### src/rtl/cic_pkg.sv
package cic_pkg;

  localparam int unsigned MAX_STAGES = 8;

  // one entry per section: accumulators first, then differencers
  typedef int unsigned drop_tbl_t [2*MAX_STAGES];

  function automatic int unsigned growth_bits(int unsigned stages,
                                              int unsigned decim,
                                              int unsigned dly);
    return stages * $clog2(dly * decim);
  endfunction

endpackage

### src/rtl/cic_decim_ctrl.sv
// Rate-reduction control: counts accepted samples and carries a strobe
// down the differencer pipeline, one register per section.
module cic_decim_ctrl #(
  parameter int unsigned DECIM  = 8,
  parameter int unsigned STAGES = 3
) (
  input  logic              clk,
  input  logic              rst,
  input  logic              in_valid,
  output logic [STAGES:0]   strobe
);
  localparam int unsigned CW   = (DECIM > 1) ? $clog2(DECIM) : 1;
  localparam logic [CW-1:0] LAST = CW'(DECIM - 1);

  logic [CW-1:0] phase;
  logic          take;

  assign take = in_valid && (phase == LAST);

  always_ff @(posedge clk) begin
    if (rst) begin
      phase  <= '0;
      strobe <= '0;
    end else begin
      if (in_valid) begin
        phase <= (phase == LAST) ? '0 : phase + 1'b1;
      end
      strobe <= {strobe[STAGES-1:0], take};
    end
  end
endmodule

### src/rtl/cic_integrator.sv
// One accumulator section. Reads the MAX_W-aligned bus, keeps MAX_W-DROP
// bits, and wraps modulo its width.
module cic_integrator #(
  parameter int unsigned MAX_W = 21,
  parameter int unsigned DROP  = 0
) (
  input  logic             clk,
  input  logic             rst,
  input  logic             en,
  input  logic [MAX_W-1:0] din,
  output logic [MAX_W-1:0] dout
);
  localparam int unsigned KW = MAX_W - DROP;

  logic [KW-1:0] acc;

  always_ff @(posedge clk) begin
    if (rst) begin
      acc <= '0;
    end else if (en) begin
      acc <= acc + din[MAX_W-1:DROP];
    end
  end

  if (DROP == 0) begin : g_full
    assign dout = acc;
  end else begin : g_pruned
    logic unused_lsb;
    assign unused_lsb = ^din[DROP-1:0];
    assign dout = {acc, {DROP{1'b0}}};
  end
endmodule

### src/rtl/cic_comb.sv
// One differencer section at the decimated rate, delay DLY samples.
module cic_comb #(
  parameter int unsigned MAX_W = 21,
  parameter int unsigned DROP  = 0,
  parameter int unsigned DLY   = 1
) (
  input  logic             clk,
  input  logic             rst,
  input  logic             en,
  input  logic [MAX_W-1:0] din,
  output logic [MAX_W-1:0] dout
);
  localparam int unsigned KW = MAX_W - DROP;

  logic [KW-1:0] cur;
  logic [KW-1:0] hist [DLY];
  logic [KW-1:0] res;

  assign cur = din[MAX_W-1:DROP];

  always_ff @(posedge clk) begin
    if (rst) begin
      res <= '0;
      for (int i = 0; i < DLY; i++) hist[i] <= '0;
    end else if (en) begin
      res     <= cur - hist[DLY-1];
      hist[0] <= cur;
      for (int i = 1; i < DLY; i++) hist[i] <= hist[i-1];
    end
  end

  if (DROP == 0) begin : g_full
    assign dout = res;
  end else begin : g_pruned
    logic unused_lsb;
    assign unused_lsb = ^din[DROP-1:0];
    assign dout = {res, {DROP{1'b0}}};
  end
endmodule

### src/rtl/cic_decimator.sv
module cic_decimator #(
  parameter int unsigned        IN_W     = 12,
  parameter int unsigned        OUT_W    = 16,
  parameter int unsigned        STAGES   = 3,
  parameter int unsigned        DECIM    = 8,
  parameter int unsigned        DIFF_DLY = 1,
  parameter bit                 TRUNC_EN = 1'b0,
  parameter cic_pkg::drop_tbl_t DROP_TBL = '{0, 0, 1, 1, 2, 2, 3, 3,
                                             4, 4, 4, 4, 5, 5, 5, 5}
) (
  input  logic                    clk,
  input  logic                    rst,
  input  logic                    in_valid,
  input  logic signed [IN_W-1:0]  in_data,
  output logic                    out_valid,
  output logic signed [OUT_W-1:0] out_data
);
  localparam int unsigned GROWTH = cic_pkg::growth_bits(STAGES, DECIM, DIFF_DLY);
  localparam int unsigned MAX_W  = IN_W + GROWTH;

  logic [MAX_W-1:0] ibus [STAGES+1];
  logic [MAX_W-1:0] cbus [STAGES+1];
  logic [STAGES:0]  strobe;

  assign ibus[0] = {{GROWTH{in_data[IN_W-1]}}, in_data};

  cic_decim_ctrl #(.DECIM(DECIM), .STAGES(STAGES)) u_ctrl (
    .clk(clk), .rst(rst), .in_valid(in_valid), .strobe(strobe)
  );

  for (genvar k = 0; k < STAGES; k++) begin : g_integ
    localparam int unsigned D = TRUNC_EN ? DROP_TBL[k] : 0;
    cic_integrator #(.MAX_W(MAX_W), .DROP(D)) u_int (
      .clk(clk), .rst(rst), .en(in_valid), .din(ibus[k]), .dout(ibus[k+1])
    );
  end

  assign cbus[0] = ibus[STAGES];

  for (genvar j = 0; j < STAGES; j++) begin : g_comb
    localparam int unsigned D = TRUNC_EN ? DROP_TBL[STAGES + j] : 0;
    cic_comb #(.MAX_W(MAX_W), .DROP(D), .DLY(DIFF_DLY)) u_comb (
      .clk(clk), .rst(rst), .en(strobe[j]), .din(cbus[j]), .dout(cbus[j+1])
    );
  end

  assign out_valid = strobe[STAGES];
  assign out_data  = cbus[STAGES][MAX_W-1 -: OUT_W];

  if (OUT_W < MAX_W) begin : g_narrow
    logic unused_tail;
    assign unused_tail = ^cbus[STAGES][MAX_W-OUT_W-1:0];
  end
endmodule

### config.mk
export PLATFORM = sky130hd
export DESIGN_NAME = cic_decimator
export DESIGN_NICKNAME = d
export VERILOG_FILES = /design/src/rtl/cic_pkg.sv /design/src/rtl/cic_decim_ctrl.sv /design/src/rtl/cic_integrator.sv /design/src/rtl/cic_comb.sv /design/src/rtl/cic_decimator.sv
export SDC_FILE = /design/constraint.sdc
export NUM_CORES = 1
export LEC_CHECK = 0
export BUFFER_PORTS_ARGS = -buffer_cell sky130_fd_sc_hd__buf_2
export CORE_MARGIN = 1
export CORE_UTILIZATION = 25
export CTS_CLUSTER_DIAMETER = 40
export DETAILED_ROUTE_END_ITERATION = 8
export GPL_ROUTABILITY_DRIVEN = 0
export PLACE_DENSITY = 0.43
export SLEW_MARGIN = 20
export SYNTH_ARGS = -nofsm -noshare
export SYNTH_HDL_FRONTEND = slang
export SYNTH_SLANG_ARGS = --single-unit
### constraint.sdc
create_clock -name clk -period 6.85 [get_ports clk]
set_input_delay 0.3425 -clock clk [delete_from_list [all_inputs] [get_ports clk]]
set_output_delay 0.3425 -clock clk [all_outputs]
set_load 0.01 [all_outputs]
Word-level counts from Yosys, hierarchy flattened --
Memories as Yosys holds them, arrays and structs flattened. Cells that the tools add are included. Widths: inputs -> output; s select.
Storage, ports and cells: bits in registers 133, bits in latches 0, memory bits (writable) 63, bits in read-only memories 0, bits of input ports 15, output and inout port bits 17, memories kept 3
Operators by class: add/sub/neg operators 7, $mul 0, div/mod/pow operators 0, $lt $le $gt $ge 0, equal/unequal tests 1, shifts and indexed selects 0, muxes and demuxes 18, bitwise operators 0, reductions and logical operators 4
Memory list:
- g_comb[0].u_comb.hist | words 1, bits a word 21, rd ports 1, clocked after memory_dff 0, wr ports 1, RTL line cic_comb.sv:16 | logic [KW-1:0] hist [DLY];
- g_comb[1].u_comb.hist | words 1, bits a word 21, rd ports 1, clocked after memory_dff 0, wr ports 1, RTL line cic_comb.sv:16
- g_comb[2].u_comb.hist | words 1, bits a word 21, rd ports 1, clocked after memory_dff 0, wr ports 1, RTL line cic_comb.sv:16
Operators by type and width (number):
- $add 21x21->21 | 3
- $mux 21 | 3
- $reduce_or 21->1 | 3
- $sub 21x21->21 | 3
- $mux 1 | 14
- $add 3x1->3 const B | 1
- $eq 3x3->1 const B | 1
- $mux 3 | 1
- $logic_and 1x1->1 | 1

Longest topological paths before layout --
depth in word-level cells 5, depth in mapped cells 11

By module --
Synthesis repeated with hierarchy kept, for this count alone.
Second synthesis, totals: cells, all modules 1500, area, all modules 13526.7 sq um
By module, submodules not included:
- cic_comb | times used 3, cells each 274, area an instance 2583.7 sq um, seq. area each 1051.0 sq um
- cic_integrator | times used 3, cells each 219, area an instance 1844.3 sq um, seq. area each 420.4 sq um
- cic_decim_ctrl | times used 1, cells each 21, area an instance 242.7 sq um, seq. area each 140.1 sq um

Least setup slack after synthesis --
OpenSTA, ideal clock, no wires.
kind flip-flop to flip-flop, start point register g_integ[0].u_int.acc[0], end point register g_integ[1].u_int.acc[20], data arrival time 2379 ps, required time 6729 ps, path slack 4350 ps, cell stages (with the launch flop) 10, buffers on the path 0, period minus slack after synthesis 2500 ps, cells stage by stage dfxtp_1 -> ha_1 -> fa_1 -> a21o_1 -> a21oi_1 -> o31a_1 -> nand2_1 -> a211oi_1 -> mux2i_1 -> mux2_2
On the way: longest elaborated chain between the ends 1
RTL lines:
- start: declaration | RTL line cic_integrator.sv:15 | logic [KW-1:0] acc;
- start signal: assignment | RTL line cic_integrator.sv:21 | acc <= acc + din[MAX_W-1:DROP];
- $add 21x21->21 | RTL line cic_integrator.sv:21
- end signal: assignment | RTL line cic_integrator.sv:21
- end: declaration | RTL line cic_integrator.sv:15
No other way between the ends. A chain may end at the register's enable or synchronous reset.

Worst setup path in the final report --
start point register g_integ[2].u_int.acc[0], end point register g_comb[0].u_comb.res[18]
On the way: longest elaborated chain between the ends 1
RTL lines:
- start: declaration | RTL line cic_integrator.sv:15
- start signal: assignment | RTL line cic_integrator.sv:21
- $sub 21x21->21 | RTL line cic_comb.sv:26 | res <= cur - hist[DLY-1];
- end signal: assignment | RTL line cic_comb.sv:26
- end: declaration | RTL line cic_comb.sv:17 | logic [KW-1:0] res;
No other way between the ends.

==> qor.json <==
{
  "cts": {
    "cts.hold.buffers_added": 0,
    "clock_sinks": 191,
    "cts-root-buf": "sky130_fd_sc_hd__clkbuf_16",
    "tritoncts": "yes",
    "clk-insertion-delay-late_ns": 0.45,
    "cts_max_level": 4,
    "cts.repair.resized": 0,
    "cts.clk_slew.worst_paths_ns": 0.07,
    "numCtsBuffers": 17,
    "post-cts-setup-buffer-count": 0,
    "maximum_buffer_depth_of_the_clock_tree": 2
  },
  "sta": {
    "post-route-worst-setup-slack_ns": 3.92,
    "tns_ns": 0,
    "final.min_clock_period_ns": 2.93,
    "finalCritPeriodShare_pct": 42.8,
    "worst_slew_margin_rel_pct": 32.6,
    "max_clock_freq_ghz": 0.341,
    "clock-skew-final_ns": 0.0102,
    "actual_slew_at_the_worst_max_slew_pin_ns": 1.01,
    "hold_viol": 0,
    "unrepaired_setup_endpoints_after_global_routing": "no",
    "slew_viol_final": 0,
    "finalSetupViolations": 0
  },
  "yosys": {
    "yosysWarnings": 0,
    "postSynthRegisterBits": 191,
    "synthDominantAreaCellType": "sky130_fd_sc_hd__dfxtp_1",
    "synthMostInstantiatedCell": "sky130_fd_sc_hd__dfxtp_1",
    "syn_nets": 1532,
    "synthArstFlopShare_pct": 0,
    "syn-mean-instance-area_um2": 9.03,
    "synthesis.area_mm2": 0.0126,
    "netlist_top_cells_area": "sky130_fd_sc_hd__dfxtp_1 20%, sky130_fd_sc_hd__edfxtp_1 15%, sky130_fd_sc_hd__ha_1 12%",
    "synth_commonest_cells": "128 x sky130_fd_sc_hd__dfxtp_1, 121 x sky130_fd_sc_hd__ha_1, 117 x sky130_fd_sc_hd__nor2_1",
    "synthDominantCellAreaShare_pct": 20.4,
    "dominantRegCellSynth": "sky130_fd_sc_hd__dfxtp_1",
    "synth.yosys.seq_area_share_pct": 35.5,
    "netlist_instances": 1391,
    "number_of_synthesized_flops_with_an_enable_pin": 63,
    "yosysUniqueCellTypes": 70
  },
  "routing": {
    "initial_drc_count": 324,
    "wire_per_inst_um": 12.8,
    "vias_per_cell": 4.47,
    "route.detailed.drc": 0,
    "num_vias": 9186,
    "antenna_left": 0,
    "post_detailed_routing_wire_length_um": 26300,
    "drtPass1Iterations": 4
  },
  "place": {
    "placement_stage_worst_setup_slack_ns": 3.94,
    "place.detailed.hpwl_um": 19800,
    "buffers_on_ports": 31,
    "post_place_instance_area_mm2": 0.0133
  },
  "worst_setup_path": {
    "crit_path_max_fanout": 3,
    "startpoint_type": "flip-flop",
    "crit_path_end_kind": "flip-flop",
    "crit_arrival_ns": 3.27,
    "cp.required_ns": 7.19,
    "worstSetupPathType": "flip-flop to flip-flop"
  },
  "layout": {
    "nets": 1518,
    "num-fill-cells": 5326,
    "finalCoreUtilization_pct": 28.1,
    "n_antenna_cell": 0,
    "layout-area-overhead-vs-synth_pct": 10.2,
    "post-route-cell-area_mm2": 0.0138,
    "register_area_mm2": 0.00445,
    "post_route_cells_drive_above_1_share_pct": 6.62,
    "multi_input_area_mm2": 0.00743
  },
  "die": {
    "die_width_um": 226,
    "effective_utilization_at_floorplan_pct": 25.5,
    "io-pin-count": 32,
    "rows": 81,
    "core-area_mm2": 0.0493,
    "chipHeight_um": 226,
    "floorplan.die_area_mm2": 0.0511
  },
  "global_route": {
    "overflow_left_after_global_routing": 0,
    "grt_max_degree": 69,
    "grt_pass1_vias": 8997,
    "grt_first_pass_wirelength_um": 44500,
    "antenna_found_initial": 0,
    "overall_fraction_of_global_route_tracks_in_use_pct": 10.8
  },
  "flow_run": {
    "maxCapViolations": 0
  },
  "power_and_ir_drop": {
    "ir_worst_vdd_mv": 0.171,
    "power.density_mw_per_mm2": 209,
    "p_total_w": 0.00289,
    "leakage_nw": 6.14
  },
  "run_status": {
    "status": "complete, no violations"
  },
  "hold_path": {
    "min_path_type": "input port to flip-flop"
  }
}
-- registers in the layout, summed over array words and instances, names as in the netlist --
signal	cells
g_comb.u_comb.hist	63
g_integ.u_int.dout	63
g_comb.u_comb.dout	58
u_ctrl.strobe	4
u_ctrl.phase	3
-- cells by family after synthesis --
| kind of cell | after synthesis | synth area share (%) |
|---|---|---|
| multiplexers | 48 | 3.85 |
| adder cells (fa/ha/maj) | 126 | 12.9 |
| AND/OR/NAND/NOR | 366 | 14.2 |
| AO/OA/AOI/OAI | 403 | 21.9 |
| XOR/XNOR | 91 | 6.35 |
| flip-flops | 191 | 35.5 |
| buffers and inverters | 166 | 5.45 |
-- area by class of cell --
type / instances / area share (%)
inverter: 97 / 2.63
tap: 664 / 6.01
sequential: 191 / 32.2
clock inverter: 12 / 0.696
timing repair buffer: 36 / 1.39
clock buffer: 20 / 3.38
multi-input combinational: 1034 / 53.7
-- where the power goes --
group	internal [W]	leakage, nW	switching, W	total, W
clock network	0.000503	0.268	0.000459	0.000962
registers	0.00123	1.69	0.0000578	0.00128
logic	0.000276	4.18	0.000367	0.000642
total	0.00201	6.14	0.000883	0.00289
-- critical path, cell delays in order (launching register included) --
cell                       delay, ns
sky130_fd_sc_hd__dfxtp_1        0.36
sky130_fd_sc_hd__inv_1          0.07
sky130_fd_sc_hd__ha_1           0.22
sky130_fd_sc_hd__fa_1           0.39
sky130_fd_sc_hd__nand2b_1       0.16
sky130_fd_sc_hd__a21boi_1       0.23
sky130_fd_sc_hd__o21ai_0        0.12
sky130_fd_sc_hd__a21oi_1        0.27
sky130_fd_sc_hd__o21ai_0        0.26
sky130_fd_sc_hd__a31oi_1        0.35
sky130_fd_sc_hd__nor4_1         0.07
sky130_fd_sc_hd__or3_1          0.31
-- layer usage --
metal  wire [um]  track usage, %  vias to the layer above
met5           0               0                        -
met4         317            2.86                        0
met3         646            2.30                       20
met2       12700            19.1                       90
met1       12600            13.2                     4141
li1            -               -                     4935
-- placed cells by master (no fill, tap or decap), types with 32 or more instances in the layout --
cell type	n
sky130_fd_sc_hd__inv_1	97
sky130_fd_sc_hd__xnor2_1	59
sky130_fd_sc_hd__a21oi_1	103
sky130_fd_sc_hd__a22o_1	34
sky130_fd_sc_hd__dfxtp_1	128
sky130_fd_sc_hd__nand2_1	82
sky130_fd_sc_hd__mux2i_1	46
sky130_fd_sc_hd__o21ai_0	60
sky130_fd_sc_hd__xor2_1	32
sky130_fd_sc_hd__edfxtp_1	63
sky130_fd_sc_hd__nor2_1	117
sky130_fd_sc_hd__ha_1	121
sky130_fd_sc_hd__and2_1	66
sky130_fd_sc_hd__a21o_1	63
-- final timing paths --
kind                                                              from                                endpoint  slack [ns]  depth (start not counted)
worst min-delay path                                               rst  g_comb[2].u_comb.dout[12]$_SDFFE_PP0P_        0.25                          2
worst max register to register   g_integ[2].u_int.dout[0]$_SDFFE_PP0P_  g_comb[0].u_comb.dout[18]$_SDFFE_PP0P_        3.92                         11
worst max-delay path             g_integ[2].u_int.dout[0]$_SDFFE_PP0P_  g_comb[0].u_comb.dout[18]$_SDFFE_PP0P_        3.92                         11
worst min register to register  g_comb[1].u_comb.dout[14]$_SDFFE_PP0P_  g_comb[1].u_comb.dout[14]$_SDFFE_PP0P_        0.47                          2
-- through the flow --
step | instances | hold slack (ns)
finish | 2054 | 0.246
global route | 2054 | 0.242
CTS | 2054 | 0.235
detailed placement | 2022 | 0.461
global placement | 2022 | 0.457
floorplan | 1391 | 0.438
(Power assumes the default switching activity.)
